--- src/rtl/cbs_pkg.sv ---
package cbs_pkg;
  localparam int REG_AW = 8;
  localparam int DATA_W = 32;
  localparam int LANES = DATA_W / 8;

  localparam logic [REG_AW-1:0] OFS_STATUS = 8'h1C;
  localparam logic [REG_AW-1:0] OFS_DATA = 8'h28;
  localparam logic [REG_AW-1:0] OFS_CREDIT = 8'h49;
  localparam int CFG_ERR_BIT = 19;

  typedef enum logic [2:0] {
    ST_IDLE,
    ST_CREDIT,
    ST_STATUS,
    ST_GAP,
    ST_TAKE,
    ST_WRITE,
    ST_CHECK,
    ST_END
  } state_t;

  typedef struct packed {
    logic clrImage;
    logic loadWord;
    logic wordDone;
  } dpCtl_t;
endpackage

--- src/rtl/cbs_datapath.sv ---
module cbs_datapath
  import cbs_pkg::*;
#(
  parameter int BLOCK_WORDS = 1024,
  parameter int CHECK_BYTES = 4096
) (
  input  logic              clk,
  input  logic              rstN,
  input  dpCtl_t            ctl,
  input  logic              creditMode,
  input  logic [DATA_W-1:0] inData,
  input  logic [1:0]        inBytes,
  input  logic              inLast,
  input  logic [DATA_W-1:0] regRdata,
  output logic [DATA_W-1:0] wordOut,
  output logic              creditOk,
  output logic              cfgErr,
  output logic              blockEnd,
  output logic              checkDue,
  output logic              lastWord
);
  localparam int BLK_W = (BLOCK_WORDS > 1) ? $clog2(BLOCK_WORDS) : 1;
  localparam int CHK_W = $clog2(CHECK_BYTES);
  localparam logic [BLK_W-1:0] BLK_LAST = BLK_W'(BLOCK_WORDS - 1);
  localparam logic [DATA_W-1:0] ERR_MASK = DATA_W'(1) << CFG_ERR_BIT;

  logic [7:0]        sentCnt;
  logic [BLK_W-1:0]  wordInBlk;
  logic [CHK_W-1:0]  byteLow;
  logic [CHK_W-1:0]  byteSum;
  logic [2:0]        nbytesIn;
  logic [2:0]        nbytesReg;
  logic [DATA_W-1:0] laneMask;
  logic [DATA_W-1:0] wordReg;
  logic              lastReg;
  logic [7:0]        creditGap;

  assign nbytesIn = (inBytes == 2'd0) ? 3'd4 : {1'b0, inBytes};

  for (genvar g = 0; g < LANES; g++) begin : gLane
    assign laneMask[8*g +: 8] = {8{3'(g) < nbytesIn}};
  end

  assign creditGap = regRdata[7:0] - sentCnt;
  assign creditOk  = (creditGap != 8'd0);
  assign cfgErr    = |(regRdata & ERR_MASK);
  assign blockEnd  = !creditMode || (wordInBlk == BLK_LAST);
  assign byteSum   = byteLow + CHK_W'(nbytesReg);
  assign checkDue  = (byteSum == '0);
  assign lastWord  = lastReg;
  assign wordOut   = wordReg;

  always_ff @(posedge clk or negedge rstN) begin
    if (!rstN) begin
      sentCnt   <= '0;
      wordInBlk <= '0;
      byteLow   <= '0;
      wordReg   <= '0;
      lastReg   <= 1'b0;
      nbytesReg <= 3'd4;
    end else begin
      if (ctl.clrImage) begin
        sentCnt   <= '0;
        wordInBlk <= '0;
        byteLow   <= '0;
        lastReg   <= 1'b0;
      end
      if (ctl.loadWord) begin
        wordReg   <= inData & laneMask;
        lastReg   <= inLast;
        nbytesReg <= nbytesIn;
      end
      if (ctl.wordDone) begin
        byteLow <= byteSum;
        if (blockEnd || lastReg) begin
          wordInBlk <= '0;
          sentCnt   <= sentCnt + 8'd1;
        end else begin
          wordInBlk <= wordInBlk + BLK_W'(1);
        end
      end
    end
  end
endmodule

--- src/rtl/cbs_ctrl.sv ---
module cbs_ctrl
  import cbs_pkg::*;
#(
  parameter int POLL_GAP = 1000,
  parameter int POLL_LIMIT = 2001
) (
  input  logic              clk,
  input  logic              rstN,
  input  logic              start,
  input  logic              creditMode,
  input  logic              errCheckEn,
  input  logic              inValid,
  input  logic              regAck,
  input  logic              creditOk,
  input  logic              cfgErr,
  input  logic              blockEnd,
  input  logic              checkDue,
  input  logic              lastWord,
  output dpCtl_t            dpCtl,
  output logic              inReady,
  output logic              regReq,
  output logic              regWrite,
  output logic [REG_AW-1:0] regAddr,
  output logic              done,
  output logic              errTimeout,
  output logic              errConfig
);
  localparam int GW = $clog2(POLL_GAP + 1);
  localparam int PW = $clog2(POLL_LIMIT + 1);
  localparam logic [GW-1:0] LAST_GAP = GW'(POLL_GAP - 1);
  localparam logic [PW-1:0] LAST_POLL = PW'(POLL_LIMIT - 1);

  state_t state, stateNext;
  logic [GW-1:0] gapCnt;
  logic [PW-1:0] pollCnt;
  logic setDone, setTo, setCfg, pollClr, pollInc;

  always_comb begin
    stateNext = state;
    dpCtl = '0;
    setDone = 1'b0;
    setTo = 1'b0;
    setCfg = 1'b0;
    pollClr = 1'b0;
    pollInc = 1'b0;
    case (state)
      ST_IDLE, ST_END: begin
        if (start) begin
          dpCtl.clrImage = 1'b1;
          pollClr = 1'b1;
          stateNext = creditMode ? ST_CREDIT : ST_TAKE;
        end
      end
      ST_CREDIT: begin
        if (regAck) begin
          if (creditOk) begin
            pollClr = 1'b1;
            stateNext = ST_TAKE;
          end else begin
            stateNext = ST_STATUS;
          end
        end
      end
      ST_STATUS: begin
        if (regAck) begin
          if (cfgErr) begin
            setCfg = 1'b1;
            stateNext = ST_END;
          end else if (pollCnt == LAST_POLL) begin
            setTo = 1'b1;
            stateNext = ST_END;
          end else begin
            stateNext = ST_GAP;
          end
        end
      end
      ST_GAP: begin
        if (gapCnt == LAST_GAP) begin
          pollInc = 1'b1;
          stateNext = ST_CREDIT;
        end
      end
      ST_TAKE: begin
        if (inValid) begin
          dpCtl.loadWord = 1'b1;
          stateNext = ST_WRITE;
        end
      end
      ST_WRITE: begin
        if (regAck) begin
          dpCtl.wordDone = 1'b1;
          if (lastWord) begin
            if (errCheckEn) begin
              stateNext = ST_CHECK;
            end else begin
              setDone = 1'b1;
              stateNext = ST_END;
            end
          end else if (blockEnd && errCheckEn && checkDue) begin
            stateNext = ST_CHECK;
          end else if (blockEnd && creditMode) begin
            stateNext = ST_CREDIT;
          end else begin
            stateNext = ST_TAKE;
          end
        end
      end
      ST_CHECK: begin
        if (regAck) begin
          if (cfgErr) begin
            setCfg = 1'b1;
            stateNext = ST_END;
          end else if (lastWord) begin
            setDone = 1'b1;
            stateNext = ST_END;
          end else begin
            stateNext = creditMode ? ST_CREDIT : ST_TAKE;
          end
        end
      end
      default: stateNext = ST_IDLE;
    endcase
  end

  always_comb begin
    regReq = (state == ST_CREDIT) || (state == ST_STATUS) ||
             (state == ST_WRITE) || (state == ST_CHECK);
    regWrite = (state == ST_WRITE);
    inReady = (state == ST_TAKE);
    case (state)
      ST_CREDIT: regAddr = OFS_CREDIT;
      ST_WRITE:  regAddr = OFS_DATA;
      default:   regAddr = OFS_STATUS;
    endcase
  end

  always_ff @(posedge clk or negedge rstN) begin
    if (!rstN) begin
      state <= ST_IDLE;
      gapCnt <= '0;
      pollCnt <= '0;
      done <= 1'b0;
      errTimeout <= 1'b0;
      errConfig <= 1'b0;
    end else begin
      state <= stateNext;
      gapCnt <= (state == ST_GAP) ? gapCnt + GW'(1) : '0;
      if (pollClr) pollCnt <= '0;
      else if (pollInc) pollCnt <= pollCnt + PW'(1);
      if (dpCtl.clrImage) begin
        done <= 1'b0;
        errTimeout <= 1'b0;
        errConfig <= 1'b0;
      end else begin
        if (setDone) done <= 1'b1;
        if (setTo) errTimeout <= 1'b1;
        if (setCfg) errConfig <= 1'b1;
      end
    end
  end
endmodule

--- src/rtl/credit_block_streamer.sv ---
module credit_block_streamer
  import cbs_pkg::*;
#(
  parameter int BLOCK_WORDS = 1024,
  parameter int CHECK_BYTES = 4096,
  parameter int POLL_GAP = 1000,
  parameter int POLL_LIMIT = 2001
) (
  input  logic        clk,
  input  logic        rstN,
  input  logic        start,
  input  logic        creditMode,
  input  logic        errCheckEn,
  input  logic        inValid,
  output logic        inReady,
  input  logic [31:0] inData,
  input  logic [1:0]  inBytes,
  input  logic        inLast,
  output logic        regReq,
  output logic        regWrite,
  output logic [7:0]  regAddr,
  output logic [31:0] regWdata,
  input  logic        regAck,
  input  logic [31:0] regRdata,
  output logic        done,
  output logic        errTimeout,
  output logic        errConfig
);
  dpCtl_t dpCtl;
  logic creditOk, cfgErr, blockEnd, checkDue, lastWord;

  cbs_ctrl #(
    .POLL_GAP(POLL_GAP),
    .POLL_LIMIT(POLL_LIMIT)
  ) ctrl_i (
    .clk(clk), .rstN(rstN), .start(start), .creditMode(creditMode),
    .errCheckEn(errCheckEn), .inValid(inValid), .regAck(regAck),
    .creditOk(creditOk), .cfgErr(cfgErr), .blockEnd(blockEnd),
    .checkDue(checkDue), .lastWord(lastWord), .dpCtl(dpCtl),
    .inReady(inReady), .regReq(regReq), .regWrite(regWrite),
    .regAddr(regAddr), .done(done), .errTimeout(errTimeout),
    .errConfig(errConfig)
  );

  cbs_datapath #(
    .BLOCK_WORDS(BLOCK_WORDS),
    .CHECK_BYTES(CHECK_BYTES)
  ) dp_i (
    .clk(clk), .rstN(rstN), .ctl(dpCtl), .creditMode(creditMode),
    .inData(inData), .inBytes(inBytes), .inLast(inLast),
    .regRdata(regRdata), .wordOut(regWdata), .creditOk(creditOk),
    .cfgErr(cfgErr), .blockEnd(blockEnd), .checkDue(checkDue),
    .lastWord(lastWord)
  );
endmodule

--- config.mk ---
export PLATFORM = sky130hd
export DESIGN_NAME = credit_block_streamer
export DESIGN_NICKNAME = d
export VERILOG_FILES = /design/src/rtl/cbs_pkg.sv /design/src/rtl/cbs_datapath.sv /design/src/rtl/cbs_ctrl.sv /design/src/rtl/credit_block_streamer.sv
export SDC_FILE = /design/constraint.sdc
export NUM_CORES = 1
export LEC_CHECK = 0
export ABC_AREA = 1
export BUFFER_PORTS_ARGS = -buffer_cell sky130_fd_sc_hd__buf_2
export CAP_MARGIN = 0
export CORE_MARGIN = 8
export CORE_UTILIZATION = 49
export DETAILED_ROUTE_END_ITERATION = 8
export PLACE_DENSITY = 0.77
export SLEW_MARGIN = 10
export SYNTH_ARGS = -nofsm -noshare
export SYNTH_HDL_FRONTEND = slang
export SYNTH_SLANG_ARGS = --single-unit
--- constraint.sdc ---
create_clock -name clk -period 2 [get_ports clk]
set_input_delay 0.5 -clock clk [delete_from_list [all_inputs] [get_ports clk]]
set_output_delay 0.5 -clock clk [all_outputs]
set_load 0.03 [all_outputs]
==> metrics.log <==
INFO  metric p_clk_share = between 10% and 20%
INFO  metric violated_checks = setup timing
INFO  metric remaining_drc_errors = 0
INFO  metric status = finished, violations left
INFO  metric slew_viol_final = 0
INFO  metric r2r_setup_slack = -0.13 ns
INFO  metric timing.hold.worst.class = in -> async
INFO  metric crit_required = approximately 1.5 ns
INFO  metric peak_clock_frequency_supported_by_timing = between 400 and 500 MHz
INFO  metric comb_power_share = between 40% and 50%
INFO  metric powerDensity = around 1200 nW/um2
INFO  metric drt_pass1_iterations = 5
INFO  metric unrepaired_setup_endpoints_after_global_routing = true
INFO  metric mappedNetlistArea = around 5200 um2
INFO  metric dp_hpwl = about 9.4 mm
INFO  metric topRoutingLayerUsed = met4
INFO  metric diodes = 0
INFO  metric antenna_left = 0
INFO  metric type_of_destination_of_the_critical_path = primary output
INFO  metric post-route-util = between 60% and 70%
INFO  metric ys_seq_elements = 93
INFO  metric post_synth_main_area_contributors = sky130_fd_sc_hd__dfrtp_1 44%, sky130_fd_sc_hd__nand2_1 12%, sky130_fd_sc_hd__inv_1 6.2%
INFO  metric postSynth.asyncResetShare = 100.0%
INFO  metric global_route.usage.total = 18.62%
INFO  metric synth_top_area_share = between 40 and 50%
INFO  metric reg_to_reg_endpoint = ctrl_i.state[2]
INFO  metric switching_power = 0.003628 W
INFO  metric synth-edff-count = 0
INFO  metric cts_buffer_depth = 2
INFO  metric report.final.setup_viol = 5
INFO  metric antenna_found_initial = 0
INFO  metric setup_ws = -0.1444 ns
INFO  metric worst_r2r_startpoint = dp_i.byteLow[0]
INFO  metric intPower = between 0.004 and 0.005 W
INFO  metric placed_area = approximately 6000 um2
INFO  metric initial_core_util = between 50 and 60%
INFO  metric drt-initial-drc-count = 391
INFO  metric layout_worst_path_cycle_share = 107.2%
INFO  metric tritoncts = yes
INFO  metric drive_above_1_share = between 20% and 30%
INFO  metric crit_start = ctrl_i.state[1]
INFO  metric met1Wirelength = around 5.7 mm
INFO  metric synthCells = around 660
INFO  metric synth-seq-area-share = ~45%
INFO  metric power_switching_share = 45.87%
INFO  metric clock_sink_count = 93
INFO  metric largest_net_degree_at_the_start_of_global_routing = 94
INFO  metric cp-endpoint = regAddr[6]
INFO  metric dp_slack = -0.5945 ns
INFO  metric r2r_cells = 13
INFO  metric clkTransAtPathRegs = 0.09 ns
INFO  metric synth_cell_type_count = 37
INFO  metric nets = a little under 900
INFO  metric irDropWorstVdd = approximately 0.81 mV
INFO  metric place.gp.congestion = roughly 1
INFO  metric seqPwrFrac = between 30% and 40%
INFO  metric drt-total-wl = 13.37 mm
INFO  metric hold_viol_final = 0
INFO  metric die_extent_in_x = between 100 and 150 um
INFO  metric dr_total_vias = 4875
INFO  metric cts_buffers = 9
INFO  metric port_buffers = 93
INFO  metric fin_crit = around 2.1 ns
INFO  metric core-area = about 10000 um2
INFO  metric worst_path_max_fanout = 6
INFO  metric final.hold.worst_slack = between 0.15 and 0.2 ns
INFO  metric power.static_leakage = between 3 and 4 nW
INFO  metric startpoint_type = flop
INFO  metric met3_wirelength = between 800 and 900 um
INFO  metric wire_per_inst = around 14 um
INFO  metric globalRouteOverflowTotal = 0
INFO  metric timing.critical_path.arrival = about 1.6 ns
INFO  metric fp.dieArea = 14110 um2
INFO  metric h-tree-depth = 3
INFO  metric worst_slew_margin_rel = approximately half
INFO  metric cap_violations = 0
INFO  metric grt_pass1_vias = roughly 4.9k
INFO  metric core.rowCount = 37
INFO  metric route.met2.wl = between 6 and 7 mm
INFO  metric commonest_non_fill_non_tap_cell_in_the_layout = sky130_fd_sc_hd__nand2_1
INFO  metric synth.largest_area_cell = sky130_fd_sc_hd__dfrtp_1
INFO  metric grt_pass1_wl = approximately 22 mm
INFO  metric pin_count = 120
INFO  metric synth_area_per_cell = between 7 and 8 um2
INFO  metric fin_worst_skew = between 0.01 and 0.015 ns
INFO  metric dieHeight = about 120 um
INFO  metric worstMarginPinSlew = approximately 0.73 ns
INFO  metric top_library_cells_by_usage_in_the_layout_fill_and_taps_aside = 154 x sky130_fd_sc_hd__nand2_1, 92 x sky130_fd_sc_hd__dfrtp_1, 92 x sky130_fd_sc_hd__buf_2, 83 x sky130_fd_sc_hd__inv_1, 49 x sky130_fd_sc_hd__buf_4
INFO  metric number_of_vias_per_cell_after_detailed_routing = around 5.2
INFO  metric insertion_delay = between 0.3 and 0.4 ns
INFO  metric finished_cell_area = roughly 6600 um2
INFO  metric path_class = reg -> out
INFO  metric totalNegativeSetupSlack = -0.6498 ns
INFO  metric area.growth.synth_to_final = 26.94%
INFO  metric ys.flop_type = sky130_fd_sc_hd__dfrtp_1
INFO  metric clock_tree.root_cell = sky130_fd_sc_hd__clkbuf_8
INFO  metric synth.yosys.warnings = 0
registers in the layout (all words and copies together) (netlist names):
signal,flops
ctrl_i.pollCnt,11
dp_i.wordInBlk,10
ctrl_i.state,3
ctrl_i.errConfig,1
ctrl_i.gapCnt,10
dp_i.wordOut,32
dp_i.lastWord,1
ctrl_i.done,1
dp_i.byteLow,12
dp_i.sentCnt,8
ctrl_i.errTimeout,1
dp_i.nbytesReg,3
cell families after synthesis:
family / share of synthesized area, %
AO/OA/AOI/OAI: 10.97
flip-flops: 44.96
other: 0.1450
XOR/XNOR: 3.551
adder cells (fa/ha/maj): 4.494
AND/OR/NAND/NOR: 27.33
buffers and inverters: 8.553
how the worst min path moves through the flow:
| stage | endpoint | slack (ns) | startpoint |
|---|---|---|---|
| CTS | ctrl_i.pollCnt[3] | 0.18 | rstN |
| global route | dp_i.wordOut[17] | 0.21 | rstN |
| finish | ctrl_i.pollCnt[3] | 0.15 | rstN |
| detailed placement | dp_i.wordOut[0] | 0.46 | dp_i.wordOut[0] |
| global placement | ctrl_i.gapCnt[0] | 0.45 | ctrl_i.gapCnt[0] |
| floorplan | ctrl_i.done | 0.20 | rstN |
what timing repair did:
item,in CTS,in global routing
buffers inserted,6,6
hold buffers,0,0
pin swaps,9,26
cloned,0,1
setup endpoints to repair,18,19
resized for setup,24,33
layout make-up:
class	count	area, um2
fill	893	3704
multi-input combinational	459	2655
sequential	93	2328
timing repair buffer	143	868.3
inverter	94	355.3
tap	136	170.2
clock buffer	10	127.6
clock inverter	6	68.82
cell usage after synthesis, types with 3 or more instances:
library cell and count:
sky130_fd_sc_hd__nand2_1 172, sky130_fd_sc_hd__dfrtp_1 92, sky130_fd_sc_hd__inv_1 86, sky130_fd_sc_hd__nor2_1 50
sky130_fd_sc_hd__o21ai_0 46, sky130_fd_sc_hd__nand3_1 42, sky130_fd_sc_hd__a21oi_1 19, sky130_fd_sc_hd__ha_1 17
sky130_fd_sc_hd__xor2_1 16, sky130_fd_sc_hd__nand4_1 15, sky130_fd_sc_hd__nor3_1 14, sky130_fd_sc_hd__o22ai_1 12
sky130_fd_sc_hd__o31ai_1 12, sky130_fd_sc_hd__clkbuf_1 8, sky130_fd_sc_hd__inv_2 7, sky130_fd_sc_hd__buf_4 6
sky130_fd_sc_hd__xnor2_1 5, sky130_fd_sc_hd__nor2_2 4, sky130_fd_sc_hd__nor2_4 4, sky130_fd_sc_hd__nor4_1 4
sky130_fd_sc_hd__buf_2 3, sky130_fd_sc_hd__o211ai_1 3, sky130_fd_sc_hd__o21ai_1 3
power groups by stage:
stage                     registers, W  logic, W  clock network [W]
after floorplan                0.00331   0.00185                  0
after global placement         0.00267   0.00351                  0
after detailed placement       0.00269   0.00361                  0
after CTS                      0.00266   0.00380            0.00133
after global routing           0.00274   0.00432            0.00141
final                          0.00267   0.00393            0.00130
worst max-delay path: stages, from the launching register on:
cell and delay [ns]:
sky130_fd_sc_hd__dfrtp_1 0.44, sky130_fd_sc_hd__nor2_2 0.14, sky130_fd_sc_hd__inv_2 0.10, sky130_fd_sc_hd__nor2_1 0.32
sky130_fd_sc_hd__buf_2 0.28
stage by stage:
step	power, W	cells
4_1_cts	0.007791	935
3_5_place_dp	0.006308	913
6_report	0.007909	941
2_1_floorplan	0.005163	662
3_3_place_gp	0.006186	913
5_1_grt	0.008467	941
routing by layer:
metal	vias up	global-route usage, %
li1	2423	-
met1	2280	22.24
met2	148	31.23
met3	24	5.759
met4	0	6.324
met5	-	0
Power figures use the tool's default switching activity.
